### src/rtl/hbc_pkg.sv
package hbc_pkg;

    localparam int BE_W  = 4;
    localparam int SEL_W = 3;
    localparam int DEF_W = 3;

    localparam logic [DEF_W-1:0] CODE_SPECIAL = 3'b001;

    typedef enum logic [2:0] {
        SP_NONE      = 3'd0,
        SP_SHUTDOWN  = 3'd1,
        SP_FLUSH     = 3'd2,
        SP_HALT      = 3'd3,
        SP_WBACK     = 3'd4,
        SP_FLUSH_ACK = 3'd5,
        SP_TRACE     = 3'd6,
        SP_OTHER     = 3'd7
    } spec_e;

    typedef struct packed {
        logic             active;
        logic             first_pend;
        logic [DEF_W-1:0] code;
        logic [BE_W-1:0]  be;
        spec_e            spec;
        logic             fill;
        logic             lwb;
        logic             swb;
        logic             burst;
        logic             stb;
        logic             done;
        logic             perr;
        logic             oerr;
    } trk_state_t;

endpackage

### src/rtl/hbc_spec_decode.sv
module hbc_spec_decode
    import hbc_pkg::*;
(
    input  logic [DEF_W-1:0] code,
    input  logic [BE_W-1:0]  be_n,
    input  logic [SEL_W-1:0] addr_sel,
    output spec_e            kind
);
    // The subtype is looked up only for special cycles.
    always_comb begin
        kind = SP_NONE;
        if (code == CODE_SPECIAL) begin
            kind = SP_OTHER;
            unique case ({be_n, addr_sel})
                {4'b1110, 3'b000}: kind = SP_SHUTDOWN;
                {4'b1101, 3'b000}: kind = SP_FLUSH;
                {4'b1011, 3'b000}: kind = SP_HALT;
                {4'b0111, 3'b000}: kind = SP_WBACK;
                {4'b1110, 3'b100}: kind = SP_FLUSH_ACK;
                {4'b1110, 3'b010}: kind = SP_TRACE;
                default:           kind = SP_OTHER;
            endcase
        end
    end
endmodule

### src/rtl/hbc_start_detect.sv
module hbc_start_detect (
    input  logic ads_n,
    input  logic cyc_mem,
    input  logic cyc_write,
    input  logic cache_n,
    input  logic hitm_n,
    output logic fill_start,
    output logic line_wb_start,
    output logic snoop_wb_start
);
    logic wr_cache;

    always_comb begin
        wr_cache       = !ads_n && cyc_write && !cache_n;
        line_wb_start  = wr_cache && hitm_n;
        snoop_wb_start = wr_cache && !hitm_n;
        fill_start     = !ads_n && cyc_mem && !cyc_write && !cache_n;
    end
endmodule

### src/rtl/hbc_beat_ctr.sv
module hbc_beat_ctr #(
    parameter int BEATS = 4
) (
    input  logic clk,
    input  logic rst_n,
    input  logic clr,
    input  logic inc,
    output logic at_last
);
    localparam int CW = (BEATS > 1) ? $clog2(BEATS) + 1 : 1;
    localparam logic [CW-1:0] LAST = CW'(BEATS - 1);

    logic [CW-1:0] cnt_d, cnt_q;

    always_comb begin
        cnt_d = cnt_q;
        if (clr) begin
            cnt_d = '0;
        end else if (inc && (cnt_q != LAST)) begin
            cnt_d = cnt_q + CW'(1);
        end
        at_last = (cnt_q == LAST);
    end

    always_ff @(posedge clk or negedge rst_n) begin
        if (!rst_n) begin
            cnt_q <= '0;
        end else begin
            cnt_q <= cnt_d;
        end
    end
endmodule

### src/rtl/hbus_cycle_tracker.sv
module hbus_cycle_tracker
    import hbc_pkg::*;
#(
    parameter int BEATS = 4
) (
    input  logic       clk,
    input  logic       rst_n,
    input  logic       ads_n,
    input  logic       cyc_mem,
    input  logic       cyc_data,
    input  logic       cyc_write,
    input  logic [3:0] be_n,
    input  logic [2:0] addr_sel,
    input  logic       ready_n,
    input  logic       burst_ready_n,
    input  logic       burst_last_n,
    input  logic       cache_n,
    input  logic       hitm_n,
    output logic       cyc_active,
    output logic [2:0] cyc_code,
    output logic [3:0] byte_en,
    output logic [2:0] spec_kind,
    output logic       burst_mode,
    output logic       xfer_stb,
    output logic       cyc_done,
    output logic       burst_err,
    output logic       overlap_err,
    output logic       fill_cacheable,
    output logic       line_wb,
    output logic       snoop_wb
);
    trk_state_t s_d, s_q;

    logic [DEF_W-1:0] def_now;
    spec_e            spec_now;
    logic             fill_start, lwb_start, swb_start;
    logic             beat_clr, beat_inc, beat_last;

    assign def_now = {cyc_mem, cyc_data, cyc_write};

    hbc_spec_decode u_spec (
        .code     (def_now),
        .be_n     (be_n),
        .addr_sel (addr_sel),
        .kind     (spec_now)
    );

    hbc_start_detect u_start (
        .ads_n          (ads_n),
        .cyc_mem        (cyc_mem),
        .cyc_write      (cyc_write),
        .cache_n        (cache_n),
        .hitm_n         (hitm_n),
        .fill_start     (fill_start),
        .line_wb_start  (lwb_start),
        .snoop_wb_start (swb_start)
    );

    hbc_beat_ctr #(.BEATS(BEATS)) u_beats (
        .clk     (clk),
        .rst_n   (rst_n),
        .clr     (beat_clr),
        .inc     (beat_inc),
        .at_last (beat_last)
    );

    always_comb begin
        s_d      = s_q;
        s_d.stb  = 1'b0;
        s_d.done = 1'b0;
        s_d.perr = 1'b0;
        s_d.oerr = 1'b0;
        beat_clr = 1'b0;
        beat_inc = 1'b0;

        if (!s_q.active) begin
            // Idle: only a strobe matters; stray readies are dropped.
            if (!ads_n) begin
                s_d.active     = 1'b1;
                s_d.first_pend = 1'b1;
                s_d.code       = def_now;
                s_d.be         = ~be_n;
                s_d.spec       = spec_now;
                s_d.fill       = fill_start;
                s_d.lwb        = lwb_start;
                s_d.swb        = swb_start;
                s_d.burst      = 1'b0;
                beat_clr       = 1'b1;
            end
        end else begin
            if (!ads_n) begin
                s_d.oerr = 1'b1;
            end
            // Cacheability window closes with the first ready of either kind.
            if (s_q.first_pend) begin
                s_d.fill = s_q.fill && !cache_n;
            end
            if (!ready_n) begin
                s_d.stb        = 1'b1;
                s_d.done       = 1'b1;
                s_d.active     = 1'b0;
                s_d.first_pend = 1'b0;
            end else if (!burst_ready_n) begin
                s_d.stb        = 1'b1;
                s_d.burst      = 1'b1;
                s_d.first_pend = 1'b0;
                beat_inc       = 1'b1;
                if (!burst_last_n) begin
                    s_d.done   = 1'b1;
                    s_d.active = 1'b0;
                end else if (beat_last) begin
                    s_d.done   = 1'b1;
                    s_d.perr   = 1'b1;
                    s_d.active = 1'b0;
                end
            end
        end
    end

    always_ff @(posedge clk or negedge rst_n) begin
        if (!rst_n) begin
            s_q <= '0;
        end else begin
            s_q <= s_d;
        end
    end

    assign cyc_active     = s_q.active;
    assign cyc_code       = s_q.code;
    assign byte_en        = s_q.be;
    assign spec_kind      = s_q.spec;
    assign burst_mode     = s_q.burst;
    assign xfer_stb       = s_q.stb;
    assign cyc_done       = s_q.done;
    assign burst_err      = s_q.perr;
    assign overlap_err    = s_q.oerr;
    assign fill_cacheable = s_q.fill;
    assign line_wb        = s_q.lwb;
    assign snoop_wb       = s_q.swb;
endmodule

### config.mk
export PLATFORM = sky130hd
export DESIGN_NAME = hbus_cycle_tracker
export DESIGN_NICKNAME = d
export VERILOG_FILES = /design/src/rtl/hbc_pkg.sv /design/src/rtl/hbc_spec_decode.sv /design/src/rtl/hbc_start_detect.sv /design/src/rtl/hbc_beat_ctr.sv /design/src/rtl/hbus_cycle_tracker.sv
export SDC_FILE = /design/constraint.sdc
export NUM_CORES = 1
export LEC_CHECK = 0
export BUFFER_PORTS_ARGS = -buffer_cell sky130_fd_sc_hd__buf_2
export CORE_AREA = 2 2 47 54
export CTS_CLUSTER_SIZE = 24
export DETAILED_ROUTE_END_ITERATION = 10
export DIE_AREA = 0 0 49 56
export GPL_TIMING_DRIVEN = 0
export MAX_ROUTING_LAYER = met4
export PLACE_DENSITY_LB_ADDON = 0.3
export SKIP_LAST_GASP = 1
export SYNTH_ARGS = -nofsm -noshare
export SYNTH_HDL_FRONTEND = slang
export SYNTH_SLANG_ARGS = --single-unit
### constraint.sdc
create_clock -name clk -period 2.96 [get_ports clk]
set_input_delay 0 -clock clk [delete_from_list [all_inputs] [get_ports clk]]
set_output_delay 0 -clock clk [all_outputs]
set_load 0.005 [all_outputs]
* Word-level counts from Yosys, hierarchy flattened
Cells that the tools add are included.
Word-level totals: flip-flop bits (word level) 23, output and inout port bits 19, word-level logic and storage cells 76
Operators by class: add/subtract/negate cells 1, equality and inequality tests 14, multiplexer cells 26, bitwise operators 3, reductions and logical operators 18
Operators with widths (number):
- equality test 7 bit (second input constant) | 5
- case mux 3 bit (6 select lines) | 1
- two-way mux 16 bit | 1
- two-way mux 1 bit | 14
- two-way mux 2 bit | 5
- logical AND 1 bit | 9
- two-way mux 3 bit | 3
- two-way mux 4 bit | 2
- equality test 7 x 6 -> 1 bit (second input constant) | 1
- != test 2 bit (second input constant) | 3
- AND reduction 2 bit | 3
- zero test 1 bit | 4
- NOT 4 bit | 1
- adder 3 x 1 -> 3 bit (second input constant) | 1
- equality test 3 x 1 -> 1 bit (second input constant) | 1
- equality test 3 x 2 -> 1 bit (second input constant) | 1
- != test 3 x 2 -> 1 bit (second input constant) | 1
- != test 3 bit (second input constant) | 1
- AND reduction 3 bit | 1
- != test 2 x 1 -> 1 bit (second input constant) | 1
- NOT 1 bit | 2
- nonzero test 2 bit | 1

* Depth between registers and ports, before layout
Gate-level depths: netlist of run 1.
depth after elaboration 6, depth in mapped cells 5, mapped depth without buffers 5

* By module
Synthesis of run 1 repeated with hierarchy kept, for this count alone.
Unflattened totals: cells, all modules 123, area total of the unflattened synthesis 1164.9 µm²
By module, submodules not included:
- hbus_cycle_tracker | times used 1, cells an instance 86, area an instance 842.1 µm², seq. area each 500.5 µm²
- hbc_beat_ctr | times used 1, cells an instance 15, area an instance 177.7 µm², seq. area each 75.1 µm²
- hbc_spec_decode | times used 1, cells an instance 19, area an instance 115.1 µm², seq. area each 0.0 µm²
- hbc_start_detect | times used 1, cells an instance 3, area an instance 30.0 µm², seq. area each 0.0 µm²

* Worst setup path before layout of run 1
No wires, ideal clock.
path kind reg-to-reg, from register u_beats.cnt_q[0], to register u_beats.cnt_q[0], library setup time 0.079 ns, data arrival time 1.241 ns, setup slack 1.640 ns, cell stages (with the launch flop) 5, period minus slack after synthesis 1.320 ns, cell sequence dfrtp_1 ha_1 ha_1 nor3_2 mux2i_1
On the way: word-level cells in the longest chain between the ends 3, elaborated cells on any way between the ends 6, those cells by class 1 x add/sub; 1 x eq/ne; 2 x mux; 2 x reduce/logical
Ends and longest elaborated chain:
- from (decl) | RTL line hbc_beat_ctr.sv:13 | logic [CW-1:0] cnt_d, cnt_q;
- from (signal assigned) | RTL line hbc_beat_ctr.sv:29 | cnt_q <= cnt_d;
- adder 3 x 1 -> 3 bit / != test 3 x 2 -> 1 bit (equally long branches) | RTL line hbc_beat_ctr.sv:20, hbc_beat_ctr.sv:19
- two-way mux 3 bit / logical AND 1 bit (equally long branches) | RTL line hbc_beat_ctr.sv:19 | end else if (inc && (cnt_q != LAST)) begin
- two-way mux 3 bit / nonzero test 2 bit (equally long branches)
Parallel ways exist; a longest one is shown, timed or not. The select of a mux whose other input is x is not followed. A chain may end at the register's enable or synchronous reset.

* Final worst setup path of run 1
Same ends and word-level chain as after synthesis.

==> summary.txt, run 1 <==
Global route
  – Pin count of the biggest net entering global routing: 24
  – Met3 Usage GRT: ~2.4%
  – Vias in the first global route: between 900 and 1000
  – Global routing usage on met2: about 31%
  – Combined global-route utilization of all metal layers: between 10% and 20%
  – GR Overflow Total: 0
  – Wire length of the first global-routing pass: about 3900 um
  – Initial antenna violation count: 0
  – Most utilized layer in the global route result: met2
  – Met1 Track Usage GR: 21.0%

STA
  – Clock skew after layout: 0.0148 ns
  – Worst Tran Pin Value: 0.490 ns
  – Unrepaired setup endpoints after global routing: no
  – Maximum clock rate: between 600 and 700 MHz
  – Setup WS post-layout: roughly 1.5 ns
  – Slew Limit Fails: 0
  – Period utilisation layout: between 40 and 50%
  – Final number of hold-violating endpoints: 0
  – Slew margin rel.: about 67%
  – Final number of setup-violating endpoints: 0
  – Minimum clock period after layout: roughly 1.4 ns
  – Aggregate negative setup slack: 0 ns

Power and ir drop
  – Combinational power share: a little over a quarter
  – Worst vdd rail ir drop: between 0.3 and 0.4 mV
  – Fraction of power spent switching nets: around 28%
  – Clock network power share: between 10% and 20%
  – Static Leakage: 0.759 nW
  – Pwr/cell area: roughly 500 mW/mm^2
  – Cell internal pwr: 0.000525 W
  – Switching component of the power: 0.000201 W
  – Seq pwr share: around 53%

Placed design
  – Placer congestion estimate: 0.870
  – Setup slack after placement: about 1.5 ns
  – DP HPWL: 1550 um
  – Buffers added on ports: 36

Worst setup path
  – Most repeated library cell on the critical path: sky130_fd_sc_hd__ha_1
  – Critical Path Sink: u_beats.cnt_q[0]
  – Type of element capturing the critical path: flop
  – Data required, critical path: about 3.2 ns
  – CP Data Arrival Time: 1.68 ns
  – Cell type of the slowest stage on the worst timing path: sky130_fd_sc_hd__dfrtp_1
  – Setup crit start: u_beats.cnt_q[0]
  – Highest fanout seen on the critical path: 4
  – CP Class: reg -> reg
  – Reg-to-reg startpoint: u_beats.cnt_q[0]
  – Element type at the critical path start: flop
  – Setup slack on the worst flop-to-flop path: approximately 1.5 ns
  – Maximum single-stage delay on the critical path: 0.42 ns
  – Cell Chain, Critical Path: ha_1 > ha_1 > nor3_2 > mux2i_1
  – Cells on worst reg2reg path: 4
  – Worst flop-to-flop path endpoint: u_beats.cnt_q[0]

Logic synthesis
  – Unique cell type count in the Yosys netlist: 32
  – Post-Syn Area: about 0.0011 mm^2
  – Biggest area contributors in the synthesized netlist: sky130_fd_sc_hd__dfrtp_1 (52%), sky130_fd_sc_hd__buf_4 (6.8%), sky130_fd_sc_hd__nand2_1 (4.4%)
  – Commonest cells in the netlist: sky130_fd_sc_hd__dfrtp_1 (23), sky130_fd_sc_hd__nand2_1 (13), sky130_fd_sc_hd__buf_4 (10), sky130_fd_sc_hd__nor2_1 (7), sky130_fd_sc_hd__o21ai_1 (7)
  – Synth warnings: 0
  – Synthesized netlist cell count: roughly 100
  – Most repeated cell in the gate-level netlist after synthesis: sky130_fd_sc_hd__dfrtp_1
  – Synthesized area divided by synthesized cell count: 10.6 um^2
  – Fraction of registers with async set/reset: 100%
  – Cell taking the most area after synthesis: sky130_fd_sc_hd__dfrtp_1
  – Syn nets: roughly 120
  – Most common flop cell mapped by yosys: sky130_fd_sc_hd__dfrtp_1
  – Number of synthesized flops with an enable pin: 0
  – Sequential-to-total area share from yosys stat: between 50% and 60%
  – Area share of the leading cell type in the synthesized netlist: a little over half
  – Seq cells post-synth: 23

Run status
  – Result of the run: completed

Routing
  – Post-detailed-route wirelength per cell: ~12 um
  – Number of iterations in the first detailed-routing pass: 4
  – DRC viols: 0
  – Detailed router's first-iteration violation count: 11
  – Routed via count divided by cell count: between 5 and 6
  – Routed vias: about 940
  – Antenna Violating Nets Remaining: 0
  – WL final: ~2200 um

Finish
  – Fraction of final layout cells sized beyond drive strength 1: 35.4%
  – Area growth from synthesis to layout: 34.7%
  – Count of nets after finishing: approximately 180
  – Diodes inserted: 0

Floorplan
  – Standard-cell row count: 18
  – Vertical extent of the die: ~56 um
  – Placeable core region: approximately 0.0022 mm^2
  – Die span in x: approximately 49 um
  – Effective utilization at floorplan: 50.6%
  – Area enclosed by the die boundary: between 0.002 and 0.003 mm^2
  – Number of top-level pins: 37

Clock tree
  – Clock Root Buffer: sky130_fd_sc_hd__clkbuf_4
  – Clk Latency, worst-skew pair: between 0.3 and 0.4 ns
  – Clock tree from TritonCTS: built
  – CTS clock-pin slew for the worst setup and hold paths: roughly 0.13 ns
  – Max Buffers Root-to-Sink: 2
  – Count of H-tree levels built during CTS: 1
  – Clock sink count: 23
  – Number of CTS-inserted buffers: 3

Min path
  – Min-Delay Path Class: in -> reg

Job
  – Max-Cap Viols: 0
[state kept, by name (all words and copies together), names as in the netlist, 3 cells and up]
register       count
u_beats.cnt_q      3
byte_en            4
cyc_code           3
spec_kind          3
[how the worst min path moves through the flow]
stage	endpoint	startpoint	slack [ns]	depth (start not counted)
3_5_place_dp	byte_en[0]	rst_n	-0.002	1
3_3_place_gp	byte_en[0]	rst_n	-0.004	1
4_1_cts	u_beats.cnt_q[1]	burst_ready_n	0.02	4
5_1_grt	u_beats.cnt_q[2]	burst_ready_n	0.03	3
6_report	u_beats.cnt_q[1]	burst_ready_n	0.01	4
2_1_floorplan	burst_err	rst_n	-0.30	0
[layout make-up]
| class | count | area (um^2) |
|---|---|---|
| flip-flops and latches | 23 | 576 |
| inverters | 4 | 15.0 |
| fillers | 181 | 694 |
| multi-input cells | 64 | 413 |
| clock buffers | 4 | 26.3 |
| well taps | 30 | 37.5 |
| plain buffers | 13 | 103 |
| repair buffers | 50 | 320 |
[worst max-delay path, delay by kind of cell, from the launching register on]
family / cells / cell delay [ns]
flops: 1 / 0.42
fa+ha+maj: 2 / 0.42
simple gates: 1 / 0.32
mux: 1 / 0.22
[per-layer routing]
layer	wire length (um)	up-vias
met2	1120	27
met4	77	0
met3	71	10
met1	949	450
li1	-	455
met5	0	-
[cell families after synthesis]
| kind of cell | Yosys count | share of synthesized area, % |
|---|---|---|
| XOR/XNOR | 1 | 0.792 |
| adder cells (fa/ha/maj) | 2 | 2.26 |
| AO/OA/AOI/OAI | 20 | 11.4 |
| buffers and inverters | 17 | 10.6 |
| multiplexers | 7 | 6.67 |
| flip-flops | 23 | 52.0 |
| AND/OR/NAND/NOR | 34 | 16.2 |
[cells in the final DEF (no fill, tap or decap)]
cell	count
sky130_fd_sc_hd__and2_1	1
sky130_fd_sc_hd__a22o_1	2
sky130_fd_sc_hd__o21a_1	1
sky130_fd_sc_hd__o21ai_1	7
sky130_fd_sc_hd__o21ai_0	4
sky130_fd_sc_hd__clkbuf_4	3
sky130_fd_sc_hd__and3_1	1
sky130_fd_sc_hd__o211ai_2	1
sky130_fd_sc_hd__mux2_1	3
sky130_fd_sc_hd__or3_1	1
sky130_fd_sc_hd__nand3b_1	1
sky130_fd_sc_hd__o22ai_1	1
sky130_fd_sc_hd__a41o_1	1
sky130_fd_sc_hd__nand3_1	2
sky130_fd_sc_hd__clkbuf_1	1
sky130_fd_sc_hd__buf_6	2
sky130_fd_sc_hd__nor3_2	1
sky130_fd_sc_hd__nor2b_1	2
sky130_fd_sc_hd__or2_1	1
sky130_fd_sc_hd__nor3b_2	1
sky130_fd_sc_hd__nand2_1	13
sky130_fd_sc_hd__nor4_2	1
sky130_fd_sc_hd__inv_1	4
sky130_fd_sc_hd__nor2_1	7
sky130_fd_sc_hd__o211ai_1	1
sky130_fd_sc_hd__xor2_1	1
sky130_fd_sc_hd__a21oi_1	2
sky130_fd_sc_hd__nand2b_1	1
sky130_fd_sc_hd__buf_4	10
sky130_fd_sc_hd__buf_2	37
sky130_fd_sc_hd__ha_1	2
sky130_fd_sc_hd__dfrtp_1	23
sky130_fd_sc_hd__mux2i_1	4
sky130_fd_sc_hd__nor3b_1	1
sky130_fd_sc_hd__dlygate4sd3_1	14
[what timing repair did]
item / in CTS / in global routing
gates resized for setup: 0 / 0
endpoints found under the hold margin: 36 / 0
setup buffers: 0 / 0
hold buffers: 14 / 0
[per-stage QoR]
stage | cells | power (W) | area (um^2) | utilization, % | hold slack [ns]
after CTS | 188 | 0.000728 | 1490 | 68.2 | 0.0247
after global placement | 170 | 0.000565 | 1320 | 60.6 | -0.00448
after global routing | 188 | 0.000771 | 1490 | 68.2 | 0.0312
after floorplan | 104 | 0.000494 | 1110 | - | -0.296
final | 188 | 0.000726 | 1490 | 68.2 | 0.0144
after detailed placement | 170 | 0.000574 | 1320 | 60.6 | -0.00174
[power by group through the flow]
stage          sequential [W]  clock (W)  combinational (W)
2_1_floorplan        0.000389          0           0.000106
3_3_place_gp         0.000389          0           0.000176
3_5_place_dp         0.000392          0           0.000182
4_1_cts              0.000385   0.000144           0.000199
5_1_grt              0.000391   0.000159           0.000221
6_report             0.000385   0.000144           0.000196
Note: power is estimated with default switching activity, not from simulation.
==> run 2, diff against run 1 <==
- CORE_AREA: 2 2 47 54 -> 2 2 51 58
- DIE_AREA: 0 0 49 56 -> 0 0 53 60
- clock period: 2.96 -> 1.25 ns (I/O delays scaled with it)
==> run 2 against run 1 <==
The run now ends with setup timing left. Register-to-register slack got worse by 1.6 ns. Wire length increased by 7.4%. Total power increased by 150%. Largest cell class unchanged.
==> summary.txt, run 2 (synthesis gave the netlist of run 1 again) <==
Run status
  – Result of the run: finished with violations
  – Failing checks: setup timing

Min path
  – Min-Delay Path Class: in -> reg

Floorplan
  – Vertical extent of the die: around 60 um
  – Number of top-level pins: 37
  – Area enclosed by the die boundary: 0.00318 mm^2
  – Effective utilization at floorplan: about 42%
  – Placeable core region: between 0.002 and 0.003 mm^2
  – Die span in x: between 50 and 60 um
  – Standard-cell row count: 20

Clock tree
  – Max Buffers Root-to-Sink: 2
  – Clk Latency, worst-skew pair: about 0.32 ns
  – CTS clock-pin slew for the worst setup and hold paths: ~0.13 ns
  – Number of CTS-inserted buffers: 3
  – Clock tree from TritonCTS: built
  – Count of H-tree levels built during CTS: 1
  – Clock Root Buffer: sky130_fd_sc_hd__clkbuf_4
  – Clock sink count: 23

STA
  – Clock skew after layout: 0.00695 ns
  – Setup WS post-layout: -0.0727 ns
  – Slew Limit Fails: 0
  – Minimum clock period after layout: ~1.3 ns
  – Aggregate negative setup slack: -0.240 ns
  – Worst Tran Pin Value: a little over 0.5 ns
  – Final number of hold-violating endpoints: 0
  – Final number of setup-violating endpoints: 7
  – Period utilisation layout: 106%
  – Final hold slack: around 0.1 ns
  – Maximum clock rate: between 700 and 800 MHz
  – Unrepaired setup endpoints after global routing: yes
  – Slew margin rel.: 66.1%

Finish
  – Most common library cell in the layout ignoring fill and taps: sky130_fd_sc_hd__buf_2
  – Commonest non-fill, non-tap cells in the layout: sky130_fd_sc_hd__buf_2 (34), sky130_fd_sc_hd__dfrtp_1 (23), sky130_fd_sc_hd__dlygate4sd3_1 (14), sky130_fd_sc_hd__buf_4 (13), sky130_fd_sc_hd__nand2_1 (12)
  – Core utilization of the finished layout: between 60 and 70%
  – Diodes inserted: 0
  – Area growth from synthesis to layout: 44.1%
  – Fraction of final layout cells sized beyond drive strength 1: around two fifths
  – Max FFs per register: 4
  – Count of nets after finishing: 182
  – Fill cell count: ~230

Routing
  – WL final: around 2400 um
  – Detailed router's first-iteration violation count: 17
  – Number of iterations in the first detailed-routing pass: 4
  – DRC viols: 0
  – Routed vias: 933
  – Post-detailed-route wirelength per cell: between 10 and 15 um
  – Antenna Violating Nets Remaining: 0
  – Routed via count divided by cell count: around 4.8

Worst setup path
  – CP Data Arrival Time: ~1.5 ns
  – Type of element capturing the critical path: flop
  – Element type at the critical path start: flop
  – CP Class: reg -> reg
  – Data required, critical path: around 1.5 ns
  – Highest fanout seen on the critical path: 2

Power and ir drop
  – Worst vdd rail ir drop: between 0.9 and 1 mV
  – Pwr/cell area: roughly 1100 mW/mm^2
  – Static Leakage: between 0.7 and 0.8 nW

Global route
  – Wire length of the first global-routing pass: 3670 um
  – Initial antenna violation count: 0
  – Pin count of the biggest net entering global routing: 24
  – Combined global-route utilization of all metal layers: around 17%
  – GR Overflow Total: 0
  – Vias in the first global route: 871

Placed design
  – Placer congestion estimate: approximately 0.75
  – Buffers added on ports: 36
  – DP HPWL: approximately 1600 um

Job
  – Max-Cap Viols: 0
## run 2: cell count changes in the layout (fill, tap and decap cells not counted), sizes merged
| cell | before | now |
|---|---|---|
| buf | 49 | 52 |
| clkinv | 0 | 1 |
| clkbuf | 4 | 3 |
## run 2: worst paths after layout
| check | startpoint | to | slack [ns] | cells after the start |
|---|---|---|---|---|
| worst max-delay path | u_beats.cnt_q[1] | cyc_done | -0.07 | 6 |
| worst min-delay path | addr_sel[2] | spec_kind[2] | 0.1 | 5 |
| worst max register to register | u_beats.cnt_q[1] | cyc_done | -0.07 | 6 |
| worst min register to register | spec_kind[1] | spec_kind[1] | 0.50 | 2 |
| max in group asynchronous | rst_n | u_beats.cnt_q[2] | 0.74 | 2 |
| min in group asynchronous | rst_n | s_q[18] | 0.17 | 2 |
## run 2: per-stage QoR
step / area [um^2] / std cells / power (W) / setup WS (ns)
final: 1590 / 194 / 0.00180 / -0.0727
after global routing: 1590 / 194 / 0.00191 / -0.167
after CTS: 1570 / 194 / 0.00179 / -0.0533
after detailed placement: 1350 / 173 / 0.00137 / -0.0643
after global placement: 1350 / 173 / 0.00135 / -0.0628
after floorplan: 1130 / 104 / 0.00118 / 0.00584
## run 2: layout make-up
class	instances	area, um^2	area share, %
clock buffers	3	22.5	1.41
repair buffers	53	372	23.3
well taps	33	41.3	2.59
inverters	4	15.0	0.942
flip-flops and latches	23	576	36.1
plain buffers	13	113	7.06
clock inverters	1	5.00	0.314
multi-input cells	64	450	28.3
## run 2: where the power goes
| group | total, W | leakage, nW | switching, W | internal, W |
|---|---|---|---|---|
| logic | 0.000537 | 0.484 | 0.000219 | 0.000318 |
| clock network | 0.000351 | 0.0177 | 0.000231 | 0.000120 |
| registers | 0.000910 | 0.295 | 0.0000579 | 0.000852 |
| total | 0.00180 | 0.797 | 0.000508 | 0.00129 |
## run 2: timing repair
action | CTS | global route
pin swaps | 5 | 8
setup buffers | 2 | 1
setup endpoints to repair | 14 | 16
endpoints found under the hold margin | 36 | 0
gates resized for setup | 1 | 12
cloned | 1 | 1
hold buffers | 14 | 0
## run 2: layer usage
| metal | global-route usage [%] | vias up | part of all wire [%] |
|---|---|---|---|
| li1 | - | 465 | - |
| met2 | 28.4 | 24 | 54 |
| met5 | - | - | 0 |
| met3 | 3.00 | 5 | 4.2 |
| met1 | 18.9 | 439 | 41 |
| met4 | 7.69 | 0 | 1.7 |
## run 2: worst max-delay path, stage by stage (launching register included)
cell,delay [ns]
sky130_fd_sc_hd__dfrtp_1,0.41
sky130_fd_sc_hd__ha_2,0.19
sky130_fd_sc_hd__ha_4,0.17
sky130_fd_sc_hd__buf_4,0.13
sky130_fd_sc_hd__nor2b_1,0.09
sky130_fd_sc_hd__o21ai_1,0.09
sky130_fd_sc_hd__and2_1,0.14
